[src/rtl/hyb_arb_pkg.sv]
package hyb_arb_pkg;
  localparam int unsigned NUM_REQ = 5;
  localparam int unsigned ROT_N   = NUM_REQ - 1;
  localparam int unsigned IDX_W   = $clog2(NUM_REQ);
  typedef logic [IDX_W-1:0] idx_t;
endpackage

[src/rtl/lru_order_list.sv]
module lru_order_list
  import hyb_arb_pkg::*;
#(
  parameter int unsigned PIN_ID = 0
) (
  input  logic                   clk,
  input  logic                   rst_n,
  input  logic                   upd_en_i,
  input  idx_t                   upd_id_i,
  output logic [ROT_N*IDX_W-1:0] slots_o
);
  localparam logic [NUM_REQ-1:0] ROT_MASK = ~(NUM_REQ'(1) << PIN_ID);

  idx_t             slot_q [ROT_N];
  logic [ROT_N-1:0] hit;

  // hit[i]: the released id sits at slot i or earlier, so slot i shifts up
  always_comb begin
    hit[0] = (slot_q[0] == upd_id_i);
    for (int i = 1; i < ROT_N; i++) begin
      hit[i] = hit[i-1] | (slot_q[i] == upd_id_i);
    end
  end

  for (genvar i = 0; i < ROT_N; i++) begin : g_slot
    localparam idx_t RST_ID = idx_t'((i < PIN_ID) ? i : i + 1);
    if (i == ROT_N - 1) begin : g_tail
      always_ff @(posedge clk or negedge rst_n) begin
        if (!rst_n)                 slot_q[i] <= RST_ID;
        else if (upd_en_i && hit[i]) slot_q[i] <= upd_id_i;
      end
    end else begin : g_body
      always_ff @(posedge clk or negedge rst_n) begin
        if (!rst_n)                 slot_q[i] <= RST_ID;
        else if (upd_en_i && hit[i]) slot_q[i] <= slot_q[i+1];
      end
    end
    assign slots_o[i*IDX_W +: IDX_W] = slot_q[i];
  end

  logic [NUM_REQ-1:0] seen;
  always_comb begin
    seen = '0;
    for (int i = 0; i < ROT_N; i++) seen = seen | (NUM_REQ'(1) << slot_q[i]);
  end


  order_perm_chk: assert property (@(posedge clk) disable iff (!rst_n)
    seen == ROT_MASK);


  tail_insert_chk: assert property (@(posedge clk) disable iff (!rst_n)
    upd_en_i |=> slot_q[ROT_N-1] == $past(upd_id_i));
endmodule

[src/rtl/fixed_lru_picker.sv]
module fixed_lru_picker
  import hyb_arb_pkg::*;
#(
  parameter int unsigned PIN_ID = 0
) (
  input  logic [NUM_REQ-1:0]     req_i,
  input  logic [ROT_N*IDX_W-1:0] slots_i,
  output logic                   any_o,
  output idx_t                   pick_o
);
  always_comb begin
    any_o  = |req_i;
    pick_o = idx_t'(PIN_ID);
    for (int i = ROT_N - 1; i >= 0; i--) begin
      if (req_i[slots_i[i*IDX_W +: IDX_W]]) pick_o = slots_i[i*IDX_W +: IDX_W];
    end
    if (req_i[PIN_ID]) pick_o = idx_t'(PIN_ID);
  end
endmodule

[src/rtl/hybrid_bus_arbiter.sv]
module hybrid_bus_arbiter
  import hyb_arb_pkg::*;
#(
  parameter int unsigned PIN_ID = 0
) (
  input  logic               clk,
  input  logic               rst_n,
  input  logic [NUM_REQ-1:0] req_i,
  input  logic               xfer_done_i,
  output logic [NUM_REQ-1:0] gnt_o
);
  logic                   owner_vld_q;
  idx_t                   owner_id_q;
  logic                   any_req;
  idx_t                   pick_id;
  logic [ROT_N*IDX_W-1:0] slots;
  logic                   release_now;
  logic                   upd_en;

  assign release_now = owner_vld_q && xfer_done_i;
  assign upd_en      = release_now && (owner_id_q != idx_t'(PIN_ID));

  fixed_lru_picker #(.PIN_ID(PIN_ID)) i_picker (
    .req_i   (req_i),
    .slots_i (slots),
    .any_o   (any_req),
    .pick_o  (pick_id)
  );

  lru_order_list #(.PIN_ID(PIN_ID)) i_order (
    .clk      (clk),
    .rst_n    (rst_n),
    .upd_en_i (upd_en),
    .upd_id_i (owner_id_q),
    .slots_o  (slots)
  );

  always_ff @(posedge clk or negedge rst_n) begin
    if (!rst_n) begin
      owner_vld_q <= 1'b0;
      owner_id_q  <= '0;
    end else if (release_now) begin
      owner_vld_q <= 1'b0;
    end else if (!owner_vld_q && any_req) begin
      owner_vld_q <= 1'b1;
      owner_id_q  <= pick_id;
    end
  end

  for (genvar k = 0; k < NUM_REQ; k++) begin : g_gnt
    assign gnt_o[k] = owner_vld_q && (owner_id_q == idx_t'(k));
  end


  gnt_onehot_chk: assert property (@(posedge clk) disable iff (!rst_n)
    $onehot0(gnt_o));


  no_req_no_gnt_chk: assert property (@(posedge clk) disable iff (!rst_n)
    (gnt_o == '0 && req_i == '0) |=> gnt_o == '0);


  pinned_wins_chk: assert property (@(posedge clk) disable iff (!rst_n)
    (gnt_o == '0 && req_i[PIN_ID]) |=> gnt_o[PIN_ID]);


  gnt_hold_chk: assert property (@(posedge clk) disable iff (!rst_n)
    (gnt_o != '0 && !xfer_done_i) |=> $stable(gnt_o));


  release_chk: assert property (@(posedge clk) disable iff (!rst_n)
    (gnt_o != '0 && xfer_done_i) |=> gnt_o == '0);


  pinned_keeps_order_chk: assert property (@(posedge clk) disable iff (!rst_n)
    (gnt_o[PIN_ID] && xfer_done_i) |=> $stable(slots));


  idle_done_chk: assert property (@(posedge clk) disable iff (!rst_n)
    (gnt_o == '0 && xfer_done_i) |=> $stable(slots));
endmodule

[config.mk]
export PLATFORM = sky130hd
export DESIGN_NAME = hybrid_bus_arbiter
export DESIGN_NICKNAME = d
export VERILOG_FILES = /design/src/rtl/hyb_arb_pkg.sv /design/src/rtl/lru_order_list.sv /design/src/rtl/fixed_lru_picker.sv /design/src/rtl/hybrid_bus_arbiter.sv
export SDC_FILE = /design/constraint.sdc
export NUM_CORES = 1
export LEC_CHECK = 0
export BUFFER_PORTS_ARGS = -buffer_cell sky130_fd_sc_hd__buf_4
export CORE_AREA = 2 2 47 49
export CTS_BUF_LIST = sky130_fd_sc_hd__clkbuf_4
export CTS_CLUSTER_DIAMETER = 200
export CTS_CLUSTER_SIZE = 28
export DETAILED_ROUTE_END_ITERATION = 6
export DIE_AREA = 0 0 49 51
export PLACE_DENSITY = 0.78
export SLEW_MARGIN = 20
export SYNTH_ARGS = -nofsm -noshare
export SYNTH_HDL_FRONTEND = slang
export SYNTH_HIERARCHICAL = 1
export SYNTH_SLANG_ARGS = --single-unit
[constraint.sdc]
create_clock -name clk -period 4 [get_ports clk]
set_input_delay 0.4 -clock clk [delete_from_list [all_inputs] [get_ports clk]]
set_output_delay 0.4 -clock clk [all_outputs]
set_load 0.01 [all_outputs]
# ---- Yosys cells after proc, flatten, opt, wreduce, memory -nomap -nowiden
# Cells that the tools add are included.
# W data, S select, Z words.
dict set report word_totals {
  ff_bits 16
  input_bits 8
  output_inout_bits 5
  word_cells 55
}
dict set report classes {
  n_lt_le_gt_ge 4
  eq_ne 8
  mux 15
  bitwise_logic 4
  reduce_logical 18
}
# op n
set op_table {}
lappend op_table {{$lt A3 B4 Y1 const B} 4}
lappend op_table {{$mux W3} 5}
lappend op_table {{$bmux W1 S3} 4}
lappend op_table {{$eq A3 B3 Y1} 4}
lappend op_table {{$logic_and A1 B1 Y1} 12}
lappend op_table {{$eq A3 B2 Y1 const B} 2}
lappend op_table {{$mux W1} 6}
lappend op_table {{$reduce_or A5 Y1} 1}
lappend op_table {{$eq A3 B1 Y1 const B} 1}
lappend op_table {{$eq A3 B3 Y1 const B} 1}
lappend op_table {{$logic_not A3 Y1} 1}
lappend op_table {{$or A1 B1 Y1} 3}
lappend op_table {{$reduce_bool A3 Y1} 1}
lappend op_table {{$reduce_and A2 Y1} 1}
lappend op_table {{$reduce_bool A2 Y1} 1}
lappend op_table {{$logic_not A1 Y1} 1}
lappend op_table {{$not A1 Y1} 1}

# ---- Depth between registers and ports, before layout
# Gate-level depths: netlist (run 1).
dict set report depth {
  depth_word 7
  mapped_depth 6
  mapped_depth_nobuf 6
}

# ---- By module
# Netlist (run 1), hierarchy kept.
# mod instances cells_each area_per_inst_um2 seq_area_each_um2
set modules_own_cells {}
lappend modules_own_cells {lru_order_list 1 38 566.8 306.5}
lappend modules_own_cells {fixed_lru_picker 1 43 331.6 0.0}
lappend modules_own_cells {hybrid_bus_arbiter 1 17 236.5 100.1}

# ---- Worst setup path before layout (run 1)
# OpenSTA, ideal clock, no wires.
dict set report synth_timing {
  path_type {register to register}
  startpoint {register i_order.slot_q (netlist bit i_order/slots_o[6])}
  endpoint {register owner_id_q[1]}
  setup_time_ns 0.065
  t_arrival_ns 1.710
  required_ns 3.935
  slack_ns 2.225
  stages_incl_launch_ff 7
  path_buffers 0
  period_less_slack_ns 1.775
  path_cell_list {dfstp_2 > nor3b_1 > a21oi_2 > a31oi_1 > or4_1 > a31oi_1 > mux2_4}
}
dict set report synth_between {
  elab_chain_cells 6
}
# element line_no
set synth_rtl {}
lappend synth_rtl {{start, declared} lru_order_list.sv:14} ;# idx_t slot_q [ROT_N];
lappend synth_rtl {{start signal, assigned by index} lru_order_list.sv:35} ;# else if (upd_en_i && hit[i]) slot_q[i] <= slot_q[i+1];
lappend synth_rtl {{$bmux W1 S3} fixed_lru_picker.sv:15} ;# if (req_i[slots_i[i*IDX_W +: IDX_W]]) pick_o = slots_i[i*IDX_W +: IDX_W];
lappend synth_rtl {{$mux W1 (implied by the code)} fixed_lru_picker.sv:15}
lappend synth_rtl {{$mux W3 (3 in series)} fixed_lru_picker.sv:15}
lappend synth_rtl {{$mux W3} fixed_lru_picker.sv:17} ;# if (req_i[PIN_ID]) pick_o = idx_t'(PIN_ID);
lappend synth_rtl {{via pick_id[1]} hybrid_bus_arbiter.sv:15} ;# idx_t pick_id;
lappend synth_rtl {{end signal, assigned} hybrid_bus_arbiter.sv:46} ;# owner_id_q <= pick_id;
lappend synth_rtl {{end, declared} hybrid_bus_arbiter.sv:13} ;# idx_t owner_id_q;
# The timed path passes the listed nets, and every way through them passes these cells. The select of a mux whose other input is x is not followed.
# A chain may end at the register's enable or synchronous reset.

# ---- Final worst setup path (run 1)
dict set report layout_timing {
  startpoint {register i_order.slot_q (netlist bit i_order/slots_o[6])}
  endpoint {register owner_id_q[0]}
}
dict set report layout_between {
  elab_chain_cells 6
}
# element line_no
set layout_rtl {}
lappend layout_rtl {{$bmux W1 S3} fixed_lru_picker.sv:15}
lappend layout_rtl {{$mux W1 (implied by the code)} fixed_lru_picker.sv:15}
lappend layout_rtl {{$mux W3 (*) (3 in series)} fixed_lru_picker.sv:15}
lappend layout_rtl {{$mux W3 (*)} fixed_lru_picker.sv:17}
lappend layout_rtl {{via pick_id[0]} hybrid_bus_arbiter.sv:15}
# The timed path passes the listed nets; every way through them passes the cells marked *. The select of a mux whose other input is x is not followed.

==> metrics.md, run 1 <==
| Metric | Value |
|---|---|
| Status | `completed` |
| Rel. slew slack | `0.7238` |
| GR Layer Usage met1 | `0.2650` |
| Placed Area | `1260 um2` |
| Routing usage on met2 | `0.3858` |
| Final Hold Violating Endpoints | `0` |
| # diodes | `0` |
| Power density cells | `592.5 nW/um2` |
| Post-Route Setup TNS | `0 ns` |
| Max-slew violation count | `0` |
| Initial Utilization | `0.5500` |
| Sink Count | `16` |
| Max-cap viol count | `0` |
| Number of remaining DRC errors | `0` |
| Final antenna-violating net count | `0` |
| Hold crit path type | `in2reg` |
| CP Cell Sequence | `mux2i_1 -> o22ai_1 -> nand4bb_1 -> a211o_1 -> a31oi_1 -> mux2_4` |
| Crit-path slowest cell | `dfstp_2` |
| WP depth | `6` |
| R2r setup slk | `2.07 ns` |
| Max Freq | `0.5182 GHz` |
| Post-synth EDFFs | `0` |
| Crit path buf inv count | `0` |
| GR Layer Usage met3 | `0.04386` |
| Cells after Synth | `98` |
| Inst Count DP | `138` |
| CTS Buffer Depth | `2` |
| Critical Path Max Stage Delay | `0.64 ns` |
| Crit share post-route | `0.4824` |
| Number of I/O port buffers | `12` |
| Lkg Pwr | `0.0005575 uW` |
| Unrepaired setup endpoints after global routing | `no` |
| CTS resizes | `0` |
| Skew-Pair Late Insertion Delay | `0.29 ns` |
| Routed WL per cell | `16.84 um` |
| Routed vias | `878` |
| Fin crit period | `1.930 ns` |
| Setup WS post-layout | `2.070 ns` |
| H-tree levels | `1` |
| Total congestion overflow | `0` |
| Num CTS Buffers | `3` |
| Worst Hold Launch | `xfer_done_i` |
| Vias in the first global route | `871` |
| Clock Pin Slew Worst Setup and Hold Paths | `0.10 ns` |
| I/O pin count | `13` |
| Post-CTS setup buffers | `0` |
| Iter 0 DRT Violations | `24` |
| Worst Path Arrival | `2.17 ns` |
| Seq cells post-synth | `16` |
| Worst Clk Skew | `0.007387 ns` |
| Number of fill cells | `166` |
| Die height | `51 um` |
| GR peak layer | `met2` |
| CP Launch Type | `flip-flop` |
| Final core occ | `0.6283` |
| HPWL Detailed | `1.797 mm` |
| Die W | `49 um` |
| Async S/R FF share, synth | `1.000` |
| Top delay family on crit path | `flip-flops` |
| Share of layout cells above drive strength 1 | `0.4261` |
| Reg2reg path depth | `6` |
| CTS root buffer | `clkbuf_4` |
| Worst R2R End | `owner_id_q[0]` |
| Final wirelength | `2.408 mm` |
| Unique masters post-synth | `38` |
| Most common flop cell mapped by yosys | `dfrtp_1` |
| Peak VDD IR | `0.0004062 V` |
| Syn Area/Cell | `11.58 um2` |
| Layout area overhead | `14.22%` |
| Critical path origin | `i_order/slots_o[6]` |
| Router iterations before antenna repair | `4` |
| Die area | `2499 um2` |
| CP Capture Type | `flip-flop` |
| Crit-path max FO | `7` |
| All-Layer GR Usage | `0.2225` |
| Largest net degree at the start of global routing | `17` |
| First-pass GRT wire length | `4.133 mm` |
| GP Congestion | `0.9461` |
| Place WS | `2.086 ns` |
| Worst Tran Pin Value | `0.4144 ns` |
| Synth Cell Area | `1135 um2` |
| Synth warn | `6` |
| Initial antenna violation count | `0` |
| Final non-filler cell area | `1296 um2` |
| Crit path kind | `reg2reg` |
| R2r startpoint | `i_order/slots_o[6]` |
| Worst EP required | `4.24 ns` |
| # setup viols final | `0` |
| Num rows | `17` |
| Worst setup path endpoint | `owner_id_q[0]` |
| Syn_nets | `106` |
| Finished Layout Cells | `143` |
| CTS tree | `done` |
| Post-layout net count | `124` |
| Vias per cell | `6.140` |
| Post-synthesis sequential area ratio | `0.3583` |
| Core Region | `2063 um2` |
==> tightest hold or removal path, cell delays in order <==
cell and delay [ns]:
buf_4 0.12, inv_1 0.04, a21o_2 0.11
==> metal layers <==
layer | vias to the layer above | part of all wire
met2 | 33 | 0.53
met5 | - | 0
met4 | 0 | 0.010
li1 | 413 | -
met1 | 428 | 0.41
met3 | 4 | 0.049
==> what timing repair did <==
| item | 4_1_cts | 5_1_grt |
|---|---|---|
| hold buffers | 1 | 0 |
| endpoints found under the setup margin | 0 | 0 |
| hold endpoints to repair | 11 | 0 |
==> worst min-delay path by stage <==
| stage | cells past startpoint | to |
|---|---|---|
| floorplan | 0 | i_order/slots_o[10] |
| global placement | 1 | owner_vld_q |
| detailed placement | 1 | owner_id_q[1] |
| CTS | 3 | owner_vld_q |
| global route | 3 | owner_vld_q |
| finish | 3 | owner_vld_q |
==> where the power goes <==
part           internal, uW  switching [uW]
Sequential              221             111
Combinational           211             134
Clock                  36.3            54.0
==> cell families after synthesis <==
family / after synthesis / synth area share
flip-flops: 16 / 0.3583
buffers and inverters: 3 / 0.009922
multiplexers: 22 / 0.2370
AND/OR/NAND/NOR: 30 / 0.2084
XOR/XNOR: 9 / 0.06946
AO/OA/AOI/OAI: 18 / 0.1169
==> Yosys cell counts (2+ instances only) <==
cell,number,share of area
a21oi_1,2,0.0088
mux2_2,9,0.089
and4bb_2,3,0.033
mux2_1,4,0.040
dfstp_2,5,0.12
a31oi_1,4,0.022
dfrtp_1,11,0.24
nor2_1,3,0.0099
nand4_1,2,0.011
mux2i_1,4,0.035
mux2_4,4,0.053
nor3b_1,2,0.013
nand2_1,6,0.020
o21ai_0,3,0.013
nor3_1,2,0.0088
xnor2_1,9,0.069
or2_2,2,0.011
inv_1,3,0.0099
==> registers in the layout, indices dropped and copies added, names as in the netlist <==
name and flops:
owner_id_q 3, i_order/slots_o 12, owner_vld_q 1
==> stage by stage <==
stage / total power [uW] / hold slack, ns
CTS: 775.5 / 0.3841
floorplan: 581.6 / 0.1044
finish: 768.0 / 0.3974
detailed placement: 682.0 / 0.2678
global route: 822.1 / 0.3893
global placement: 662.2 / 0.2646
==> layout make-up <==
class	instances	area, um2	share of cell area
clock buffer	3	22.52	0.01737
clock inverter	1	3.754	0.002896
inverter	3	11.26	0.008687
multi-input combinational	79	716.9	0.5531
sequential	16	406.6	0.3137
tap	28	35.03	0.02703
timing repair buffer	13	100.1	0.07722
==> cell usage in the layout, fill, tap and decap left out, types with 4 or more instances in the layout <==
cell     instances
mux2i_1          4
nand2_1          6
mux2_1           4
buf_4           12
dfrtp_1         11
mux2_2           9
mux2_4           4
xnor2_1          9
a31oi_1          4
dfstp_2          5
No activity file was read; power rests on OpenSTA's default activity.
==> run 2: changes to the inputs <==
==> constraint.sdc (replaced) <==
create_clock -name clk -period 1.95 [get_ports clk]
set_input_delay 0.195 -clock clk [delete_from_list [all_inputs] [get_ports clk]]
set_output_delay 0.195 -clock clk [all_outputs]
set_load 0.01 [all_outputs]
==> run 2 against run 1 <==
Effect of this change:
- highest routed layer unchanged
- utilization is 3.8 points higher
- sequential share of layout area is 1.8 points lower
- design area is 6.0% higher
- global-route usage is 0.66 points higher
- worst hold slack worse by 0.18 ns
- first-iteration DRC count is 38% lower
- combinational power grew to 2.6 times the previous value
- clock power is 95% higher
- non-clock buffer count is 8 higher
- flip-flop and latch count stayed put
- sequential power is 85% higher
==> metrics.md, run 2 (synthesis gave the netlist of run 1 again) <==
| Metric | Value |
|---|---|
| Routed vias | `891` |
| Total congestion overflow | `0` |
| Skew-Pair Late Insertion Delay | `0.28 ns` |
| Final Hold Violating Endpoints | `0` |
| Clock Pin Slew Worst Setup and Hold Paths | `0.09 ns` |
| Largest net degree at the start of global routing | `17` |
| Placed Area | `1313 um2` |
| Power density cells | `1227 nW/um2` |
| HPWL Detailed | `1.939 mm` |
| CP Capture Type | `flip-flop` |
| Finished Layout Cells | `151` |
| Vias in the first global route | `917` |
| Layout area overhead | `21.06%` |
| Vias per cell | `5.901` |
| Final core occ | `0.6659` |
| I/O pin count | `13` |
| Die area | `2499 um2` |
| Iter 0 DRT Violations | `15` |
| Post-layout net count | `132` |
| CTS tree | `done` |
| First-pass GRT wire length | `4.312 mm` |
| Inst Count DP | `145` |
| Final antenna-violating net count | `0` |
| Peak VDD IR | `0.0006874 V` |
| Sink Count | `16` |
| Initial antenna violation count | `0` |
| Final non-filler cell area | `1374 um2` |
| Max-cap viol count | `0` |
| Number of I/O port buffers | `12` |
| Router iterations before antenna repair | `4` |
| Die height | `51 um` |
| Num CTS Buffers | `3` |
| Fin crit period | `1.940 ns` |
| Crit share post-route | `0.9950` |
| Core Region | `2063 um2` |
| GP Congestion | `0.8668` |
| # diodes | `0` |
| Worst EP required | `2.18 ns` |
| Max Freq | `0.5154 GHz` |
| All-Layer GR Usage | `0.2291` |
| Flip-flop count of the largest register after layout | `12` |
| Num rows | `17` |
| Most common cell after layout, fill and taps aside | `buf_4` |
| Max-slew violation count | `0` |
| Hold crit path type | `in2reg` |
| Final wirelength | `2.442 mm` |
| Most frequent cells in the layout | `buf_4, dfrtp_1, xnor2_1, mux2_2, nand2_1` |
| Die W | `49 um` |
| H-tree levels | `1` |
| Rel. slew slack | `0.7486` |
| CTS Buffer Depth | `2` |
| Lkg Pwr | `0.0006007 uW` |
| Unrepaired setup endpoints after global routing | `yes` |
| Worst Clk Skew | `0.003884 ns` |
| Worst Path Arrival | `2.17 ns` |
| Crit path kind | `reg2reg` |
| CP Launch Type | `flip-flop` |
| Share of layout cells above drive strength 1 | `0.4878` |
| Initial Utilization | `0.5500` |
| # setup viols final | `0` |
| Routed WL per cell | `16.17 um` |
| Number of remaining DRC errors | `0` |
| CTS root buffer | `clkbuf_4` |
| Worst Tran Pin Value | `0.3772 ns` |
| Crit-path max FO | `6` |
| Status | `completed` |
## run 2: final cells by class
cell class                 count  area, um2
timing repair buffer          21      160.2
inverter                       3      11.26
clock buffer                   3      22.52
fill                         165      689.4
tap                           28      35.03
sequential                    16      406.6
multi-input combinational     79      734.5
clock inverter                 1      3.754
## run 2: final timing paths
check,startpoint,end,slack [ns],depth (start not counted)
setup / recovery,i_order/slots_o[6],owner_id_q[1],0.01,6
hold reg to reg,i_order/slots_o[9],i_order/slots_o[9],0.61,1
hold / removal,xfer_done_i,owner_vld_q,0.22,3
setup reg to reg,i_order/slots_o[6],owner_id_q[1],0.01,6
min in group asynchronous,rst_n,owner_id_q[2],0.29,2
max in group asynchronous,rst_n,i_order/slots_o[11],1.41,2
## run 2: metal layers
layer	share of wire	track usage	vias up	wire length, um
met1	0.42	0.2757	429	1024
met4	0.025	0.08571	0	61
li1	-	-	429	-
met2	0.50	0.3950	29	1233
met3	0.050	0.06140	4	122
met5	0	0	-	0
## run 2: stage by stage
stage	total power (uW)	worst slack (ns)	hold WS (ns)	TNS, ns
floorplan	1193	0.1752	-0.1006	0
global placement	1449	0.1038	0.05832	0
detailed placement	1486	0.02822	0.06147	0
CTS	1668	0.02105	0.2164	0
global route	1813	-0.08447	0.2214	-0.1433
finish	1686	0.009717	0.2217	0
## run 2: report_power, final
| group | internal [uW] | switching, uW |
|---|---|---|
| clock network | 74.2 | 102 |
| logic | 523 | 373 |
| registers | 453 | 160 |
## run 2: what timing repair did
action	4_1_cts	5_1_grt
setup buffers	0	1
setup endpoints to repair	0	2
resized for setup	0	4
hold buffers	1	0
endpoints found under the hold margin	16	0
## run 2: worst max-delay path, cell delays in order (launching register included)
cell and delay, ns:
dfstp_2 0.61, mux2i_2 0.26, or2_4 0.15, a41oi_2 0.11, or4_1 0.42, a31oi_1 0.18
mux2_4 0.16
